===== src/rtl/tc_pkg.sv =====
package tc_pkg;
  typedef enum logic [1:0] {
    SEL_DIV  = 2'd0,
    SEL_INIT = 2'd1,
    SEL_LVT  = 2'd2,
    SEL_NONE = 2'd3
  } cfg_sel_e;

  localparam int LVT_VEC_LSB  = 0;
  localparam int LVT_MASK_BIT = 16;
  localparam int LVT_PER_BIT  = 17;

  typedef struct packed {
    logic       masked;
    logic       periodic;
    logic [7:0] vector;
  } lvt_t;
endpackage


===== src/rtl/tc_prescaler.sv =====
module tc_prescaler #(
  parameter int CODE_W = 3
) (
  input  logic       clk,
  input  logic       rst_n,
  input  logic       restart,
  input  logic [3:0] div_cfg,
  output logic       tick
);
  localparam int MAX_EXP = (1 << CODE_W) - 1;
  localparam int PRE_W   = MAX_EXP + 1;

  logic [CODE_W-1:0] exp_code;
  logic [PRE_W-1:0]  limit;
  logic [PRE_W-1:0]  pre_q;
  logic              at_limit;

  always_comb begin
    exp_code = {div_cfg[3], div_cfg[1:0]} + CODE_W'(1);
    limit    = (PRE_W'(1) << exp_code) - PRE_W'(1);
    at_limit = (pre_q >= limit);
  end

  assign tick = at_limit && !restart;

  always_ff @(posedge clk) begin
    if (!rst_n)       pre_q <= '0;
    else if (restart) pre_q <= '0;
    else if (at_limit) pre_q <= '0;
    else              pre_q <= pre_q + PRE_W'(1);
  end
endmodule


===== src/rtl/tc_countdown.sv =====
module tc_countdown #(
  parameter int COUNT_W = 32
) (
  input  logic               clk,
  input  logic               rst_n,
  input  logic               load,
  input  logic [COUNT_W-1:0] load_val,
  input  logic               tick,
  input  logic               periodic,
  output logic [COUNT_W-1:0] count,
  output logic               expire
);
  logic [COUNT_W-1:0] reload_q;
  logic               running_q;
  logic               last_step;

  assign last_step = (count == COUNT_W'(1));
  assign expire    = running_q && tick && last_step && !load;

  always_ff @(posedge clk) begin
    if (!rst_n) begin
      reload_q  <= '0;
      count     <= '0;
      running_q <= 1'b0;
    end else if (load) begin
      reload_q  <= load_val;
      count     <= load_val;
      running_q <= (load_val != '0);
    end else if (running_q && tick) begin
      if (last_step) begin
        count     <= periodic ? reload_q : '0;
        running_q <= periodic;
      end else begin
        count <= count - COUNT_W'(1);
      end
    end
  end
endmodule


===== src/rtl/tc_pending.sv =====
module tc_pending #(
  parameter int PEND_W = 4
) (
  input  logic              clk,
  input  logic              rst_n,
  input  logic              clear,
  input  logic              expire,
  input  logic              take,
  output logic [PEND_W-1:0] count
);
  localparam logic [PEND_W-1:0] CNT_MAX = '1;

  logic inc;
  logic dec;

  assign inc = expire && ((count != CNT_MAX) || take);
  assign dec = take && (count != '0);

  always_ff @(posedge clk) begin
    if (!rst_n)     count <= '0;
    else if (clear) count <= '0;
    else if (inc && !dec) count <= count + PEND_W'(1);
    else if (dec && !inc) count <= count - PEND_W'(1);
  end
endmodule


===== src/rtl/irq_countdown_timer.sv =====
module irq_countdown_timer
  import tc_pkg::*;
#(
  parameter int DATA_W  = 32,
  parameter int COUNT_W = 32,
  parameter int PEND_W  = 4
) (
  input  logic               clk,
  input  logic               rst_n,
  input  logic               sw_en,
  input  logic               cfg_wr,
  input  logic [1:0]         cfg_sel,
  input  logic [DATA_W-1:0]  cfg_wdata,
  output logic [COUNT_W-1:0] cur_count,
  output logic [PEND_W-1:0]  pend_count,
  output logic               lvt_masked,
  output logic               irq_valid,
  input  logic               irq_ready,
  output logic [7:0]         irq_vector
);
  logic [3:0] div_q;
  lvt_t       lvt_q;
  logic       sw_en_q;
  logic       sw_fall;
  logic       wr_div, wr_init, wr_lvt;
  logic       tick, expire, take;

  assign wr_div  = cfg_wr && (cfg_sel_e'(cfg_sel) == SEL_DIV);
  assign wr_init = cfg_wr && (cfg_sel_e'(cfg_sel) == SEL_INIT);
  assign wr_lvt  = cfg_wr && (cfg_sel_e'(cfg_sel) == SEL_LVT);
  assign sw_fall = sw_en_q && !sw_en;

  always_ff @(posedge clk) begin
    if (!rst_n) begin
      div_q   <= '0;
      sw_en_q <= 1'b0;
      lvt_q   <= '{masked: 1'b1, periodic: 1'b0, vector: 8'h00};
    end else begin
      sw_en_q <= sw_en;
      if (wr_div) div_q <= cfg_wdata[3:0];
      if (wr_lvt) begin
        lvt_q.vector   <= cfg_wdata[LVT_VEC_LSB +: 8];
        lvt_q.periodic <= cfg_wdata[LVT_PER_BIT];
        lvt_q.masked   <= cfg_wdata[LVT_MASK_BIT] || !sw_en;
      end
      if (sw_fall) lvt_q.masked <= 1'b1;
    end
  end

  tc_prescaler u_pre (
    .clk     (clk),
    .rst_n   (rst_n),
    .restart (wr_init),
    .div_cfg (div_q),
    .tick    (tick)
  );

  tc_countdown #(.COUNT_W(COUNT_W)) u_cnt (
    .clk      (clk),
    .rst_n    (rst_n),
    .load     (wr_init),
    .load_val (cfg_wdata[COUNT_W-1:0]),
    .tick     (tick),
    .periodic (lvt_q.periodic),
    .count    (cur_count),
    .expire   (expire)
  );

  assign irq_valid  = sw_en && !lvt_q.masked && (pend_count != '0);
  assign irq_vector = lvt_q.vector;
  assign lvt_masked = lvt_q.masked;
  assign take       = irq_valid && irq_ready;

  tc_pending #(.PEND_W(PEND_W)) u_pend (
    .clk    (clk),
    .rst_n  (rst_n),
    .clear  (wr_init || sw_fall),
    .expire (expire),
    .take   (take),
    .count  (pend_count)
  );
endmodule


===== config.mk =====
export PLATFORM = sky130hd
export DESIGN_NAME = irq_countdown_timer
export DESIGN_NICKNAME = d
export VERILOG_FILES = /design/src/rtl/tc_pkg.sv /design/src/rtl/tc_prescaler.sv /design/src/rtl/tc_countdown.sv /design/src/rtl/tc_pending.sv /design/src/rtl/irq_countdown_timer.sv
export SDC_FILE = /design/constraint.sdc
export NUM_CORES = 1
export LEC_CHECK = 0
export ABC_AREA = 1
export BUFFER_PORTS_ARGS = -buffer_cell sky130_fd_sc_hd__buf_2
export CAP_MARGIN = 20
export CORE_ASPECT_RATIO = 1.4
export CORE_MARGIN = 2
export CORE_UTILIZATION = 40
export CTS_BUF_LIST = sky130_fd_sc_hd__clkbuf_4
export DETAILED_ROUTE_END_ITERATION = 8
export PLACE_DENSITY_LB_ADDON = 0.3
export SYNTH_ARGS = -nofsm -noshare
export SYNTH_HDL_FRONTEND = slang
export SYNTH_SLANG_ARGS = --single-unit

===== constraint.sdc =====
create_clock -name clk -period 4.65 [get_ports clk]
set_input_delay 1.395 -clock clk [delete_from_list [all_inputs] [get_ports clk]]
set_output_delay 1.395 -clock clk [all_outputs]
set_load 0.03 [all_outputs]

==> flow_summary.html <==
<table>
<tr><th>Metric</th><th>Value</th></tr>
<tr><th colspan="2">Outcome</th></tr>
<tr><td>Outcome</td><td>finished clean</td></tr>
<tr><th colspan="2">Critical path</th></tr>
<tr><td>Worst-path fanout max</td><td>6</td></tr>
<tr><td>Startpoint type of the worst setup path</td><td>flip-flop</td></tr>
<tr><td>Worst Path Required</td><td>5050 ps</td></tr>
<tr><td>Critical Path Sink Type</td><td>flip-flop</td></tr>
<tr><td>Setup CP Type</td><td>reg2reg</td></tr>
<tr><td>Arrival time at the worst endpoint</td><td>4320 ps</td></tr>
<tr><th colspan="2">Floorplanning</th></tr>
<tr><td>I/O pin count</td><td>85</td></tr>
<tr><td>Placeable Area</td><td>13,300 µm²</td></tr>
<tr><td>Vert. Die Dim</td><td>142 µm</td></tr>
<tr><td>Die Footprint</td><td>14,600 µm²</td></tr>
<tr><td>Starting Density</td><td>40.9%</td></tr>
<tr><td>Die X</td><td>103 µm</td></tr>
<tr><td>Number of placement rows</td><td>50</td></tr>
<tr><th colspan="2">Clock network</th></tr>
<tr><td>Worst-case clock buffer depth</td><td>2</td></tr>
<tr><td>Num Clock Sinks</td><td>91</td></tr>
<tr><td>Cts repair resizes</td><td>0</td></tr>
<tr><td>Maximum level of the CTS H-tree</td><td>3</td></tr>
<tr><td>Root Buffer</td><td>clkbuf_4</td></tr>
<tr><td>Hold bufs inserted after CTS</td><td>0</td></tr>
<tr><td>Clock buffers created by TritonCTS</td><td>9</td></tr>
<tr><td>Post-CTS repair timing setup buffer count</td><td>0</td></tr>
<tr><td>Clock insertion delay at the later pin of the skew report</td><td>460 ps</td></tr>
<tr><td>Clock-pin slew on the worst setup and hold paths</td><td>150 ps</td></tr>
<tr><td>Clock tree from TritonCTS</td><td>built</td></tr>
<tr><th colspan="2">Synthesis</th></tr>
<tr><td>Xor-xnor portion of the synthesized cell area</td><td>3.70%</td></tr>
<tr><td>Combinational family with the most area after synthesis</td><td>simple AND/OR/NAND/NOR gates</td></tr>
<tr><td>Largest area contributor in the netlist</td><td>dfxtp_1</td></tr>
<tr><td>Dominant cells by area after synthesis</td><td>dfxtp_1, nand2_1, nor2_1</td></tr>
<tr><td>Simple-gate share of the synthesized area</td><td>37.1%</td></tr>
<tr><td>Cell variety after synth</td><td>38</td></tr>
<tr><td>Proportion of netlist area held by the largest area contributor</td><td>33.4%</td></tr>
<tr><td>Post-synthesis area per instance</td><td>6.31 µm²</td></tr>
<tr><td>Net count of the mapped netlist</td><td>921</td></tr>
<tr><td>#FFs+latches synth</td><td>91</td></tr>
<tr><td>Adder and majority cell fraction of the synthesized area</td><td>4.27%</td></tr>
<tr><td>Mux share of post-synthesis cell area</td><td>0%</td></tr>
<tr><td>Share of the synthesized area in compound gates (AO/OA/AOI/OAI)</td><td>12.2%</td></tr>
<tr><td>Warnings from Yosys</td><td>0</td></tr>
<tr><td>Summed instance area of the synthesized netlist</td><td>5450 µm²</td></tr>
<tr><td>Sequential-to-total area share from yosys stat</td><td>33.4%</td></tr>
<tr><td>Instance count of the mapped netlist</td><td>864</td></tr>
<tr><th colspan="2">STA</th></tr>
<tr><td>Worst slew pin tran</td><td>653 ps</td></tr>
<tr><td>Layout Skew</td><td>15.9 ps</td></tr>
<tr><td>Fin crit share</td><td>84.3%</td></tr>
<tr><td>Number of max-slew violations in the final report</td><td>0</td></tr>
<tr><td>Final critical delay including setup and external delays</td><td>3920 ps</td></tr>
<tr><td>Relative slew margins</td><td>56.4%</td></tr>
<tr><td>Hold Vio Cnt, Final</td><td>0</td></tr>
<tr><td>Setup-violating endpoint count in the final report</td><td>0</td></tr>
<tr><td>RSZ-0062 raised after global routing</td><td>false</td></tr>
<tr><td>Fmax</td><td>255 MHz</td></tr>
<tr><td>Final sum of negative setup slack</td><td>0 ps</td></tr>
<tr><th colspan="2">Global route</th></tr>
<tr><td>GR Overflow Total</td><td>0</td></tr>
<tr><td>Wire length of the first global-routing pass</td><td>26,500 µm</td></tr>
<tr><td>Vias in the first global route</td><td>5,300</td></tr>
<tr><td>Initial antenna violation count</td><td>1</td></tr>
<tr><td>Largest net degree at the start of global routing</td><td>50</td></tr>
<tr><td>GRT Total Usage</td><td>23.2%</td></tr>
<tr><th colspan="2">Placement</th></tr>
<tr><td>Routability cong.</td><td>0.926</td></tr>
<tr><td>Count of buffers from port buffering</td><td>84</td></tr>
<tr><td>Estimated wirelength of the detail-placed design</td><td>12,300 µm</td></tr>
<tr><td>Post-placement cell area</td><td>6010 µm²</td></tr>
<tr><th colspan="2">Route</th></tr>
<tr><td>Average wire per cell in the routed design</td><td>14.5 µm</td></tr>
<tr><td>Via/cell ratio</td><td>5.08</td></tr>
<tr><td>Drt drc</td><td>0</td></tr>
<tr><td>Detailed-route wire length</td><td>16,400 µm</td></tr>
<tr><td>Number of iterations in the first detailed-routing pass</td><td>7</td></tr>
<tr><td>Final antenna-violating net count</td><td>0</td></tr>
<tr><td>Initial DRC count</td><td>379</td></tr>
<tr><td>Vias after detailed routing</td><td>5,725</td></tr>
<tr><th colspan="2">Finish</th></tr>
<tr><td>Proportion of layout cells with a drive suffix above 1</td><td>13.1%</td></tr>
<tr><td>Non-Filler Cell Area, Final</td><td>6150 µm²</td></tr>
<tr><td>Final Net Count</td><td>997</td></tr>
<tr><td>Fill cell instance count of the final layout</td><td>1,451</td></tr>
<tr><td>Area overhead of the layout relative to synthesis</td><td>12.9%</td></tr>
<tr><th colspan="2">Power</th></tr>
<tr><td>LEAKAGE</td><td>3.04 nW</td></tr>
<tr><td>Peak ir drop on the vdd network</td><td>0.132 mV</td></tr>
<tr><td>Total power per unit cell area</td><td>299 nW/µm²</td></tr>
<tr><th colspan="2">Worst hold path</th></tr>
<tr><td>Kind of path behind the tightest hold check</td><td>reg2reg</td></tr>
<tr><th colspan="2">Flow run</th></tr>
<tr><td>Number of maximum-capacitance violations</td><td>0</td></tr>
</table>
cell usage after synthesis:
cell,n
nor3_4,1
nor3b_1,1
a31oi_1,3
o21ai_0,62
nand3_1,67
clkinv_1,2
buf_2,6
nor2_2,8
nor3_1,17
a21oi_1,51
nand3b_1,1
nand4_1,12
o21bai_1,2
nand2_1,234
nand3_2,1
o21ai_1,3
o31ai_1,1
o211ai_1,2
inv_1,92
buf_1,1
clkbuf_8,1
or2_2,2
nor2_1,132
o21a_1,1
ha_1,17
a211oi_1,2
xnor2_1,5
nor2_4,2
clkbuf_4,2
nor4_1,1
inv_2,1
clkbuf_1,14
buf_6,3
dfxtp_1,91
fa_1,1
a21o_1,1
nand2_2,3
xor2_1,18
where the power goes:
part	total, mW	internal (mW)	switching [mW]
clock	0.446	0.166	0.280
combinational	0.539	0.173	0.366
sequential	0.855	0.815	0.0397
layer usage:
layer  GRT usage, %  routed length [µm]  part of all wire (%)  vias to the layer above
met5              0                   0                     0                        -
met4           9.33                 488                   3.0                        0
met3           3.39                 930                   5.7                       39
met2           39.1                8060                    49                      170
met1           29.4                6920                    42                     2602
li1               -                   -                     -                     2914
layout by cell type (no fill, tap or decap), types with 2 or more instances in the layout:
cell | Yosys | routed
buf_2 | 6 | 84
ha_1 | 17 | 17
nand4_1 | 12 | 12
a211oi_1 | 2 | 2
clkinv_1 | 2 | 4
nor3_1 | 17 | 16
clkbuf_4 | 2 | 10
a21oi_1 | 51 | 51
o21ai_0 | 62 | 62
or2_2 | 2 | 2
o21ai_1 | 3 | 3
nor2_4 | 2 | 2
dfxtp_1 | 91 | 91
nor2_1 | 132 | 132
o211ai_1 | 2 | 2
clkinv_4 | 0 | 2
nand3_1 | 67 | 67
nor2_2 | 8 | 8
o21bai_1 | 2 | 2
nand2_2 | 3 | 3
inv_1 | 92 | 92
xnor2_1 | 5 | 5
a31oi_1 | 3 | 3
nand2_1 | 234 | 234
buf_4 | 0 | 7
xor2_1 | 18 | 18
cell type report:
| cell class | instances | area, µm² | share of cell area (%) |
|---|---|---|---|
| repair buffers | 92 | 484 | 7.87 |
| multi-input cells | 651 | 3130 | 50.8 |
| clock buffers | 10 | 75.1 | 1.22 |
| clock inverters | 5 | 55.1 | 0.895 |
| diodes | 1 | 2.50 | 0.0407 |
| well taps | 182 | 228 | 3.70 |
| flip-flops and latches | 91 | 1820 | 29.6 |
| inverters | 95 | 357 | 5.80 |
critical path: stages (launching register included):
cell and delay [ps]:
dfxtp_1 380, nand2_1 80, inv_1 60, ha_1 320, inv_1 80, nor2_1 160
nand2_1 80, ha_1 220, nand3_1 120, nor2_1 60, nand2_1 50, o21ai_0 80
ha_1 280, nand2_1 60, o21a_1 190, nand2_1 120, nand3_2 80, a211oi_1 190
ha_1 220, inv_1 80, ha_1 270, a21o_1 170, a21oi_1 150, xor2_1 170
nand2_1 70, a21oi_1 110
through the flow:
stage | setup slack [ps] | util [%] | power [mW] | instances | hold WS [ps]
detailed placement | 723 | 45.1 | 1.41 | 1110 | 446
CTS | 697 | 46.0 | 1.85 | 1125 | 472
finish | 730 | 46.2 | 1.84 | 1127 | 472
floorplan | 955 | - | 1.26 | 864 | 429
global route | 232 | 46.2 | 1.96 | 1127 | 488
global placement | 829 | 45.1 | 1.40 | 1110 | 439
registers in the layout, summed over array words and instances (netlist names), 3 cells and up:
name and flops:
div_q 3, u_cnt.count 32, irq_vector 8, u_pend.count 4, u_cnt.reload_q 32, u_pre.pre_q 8
cell families after synthesis:
group                    count (synthesis)
AND/OR/NAND/NOR                        482
AO/OA/AOI/OAI                          128
buffers and inverters                  122
flip-flops                              91
XOR/XNOR                                23
adder cells (fa/ha/maj)                 18
path summary, 6_finish.rpt:
check,startpoint,end,slack (ps),cells past startpoint
min reg2reg,u_cnt.reload_q[13],u_cnt.reload_q[13],470,2
min,u_cnt.reload_q[13],u_cnt.reload_q[13],470,2
max reg2reg,div_q[1],u_pend.count[3],730,25
max,div_q[1],u_pend.count[3],730,25
No activity file was read; power rests on OpenSTA's default activity.
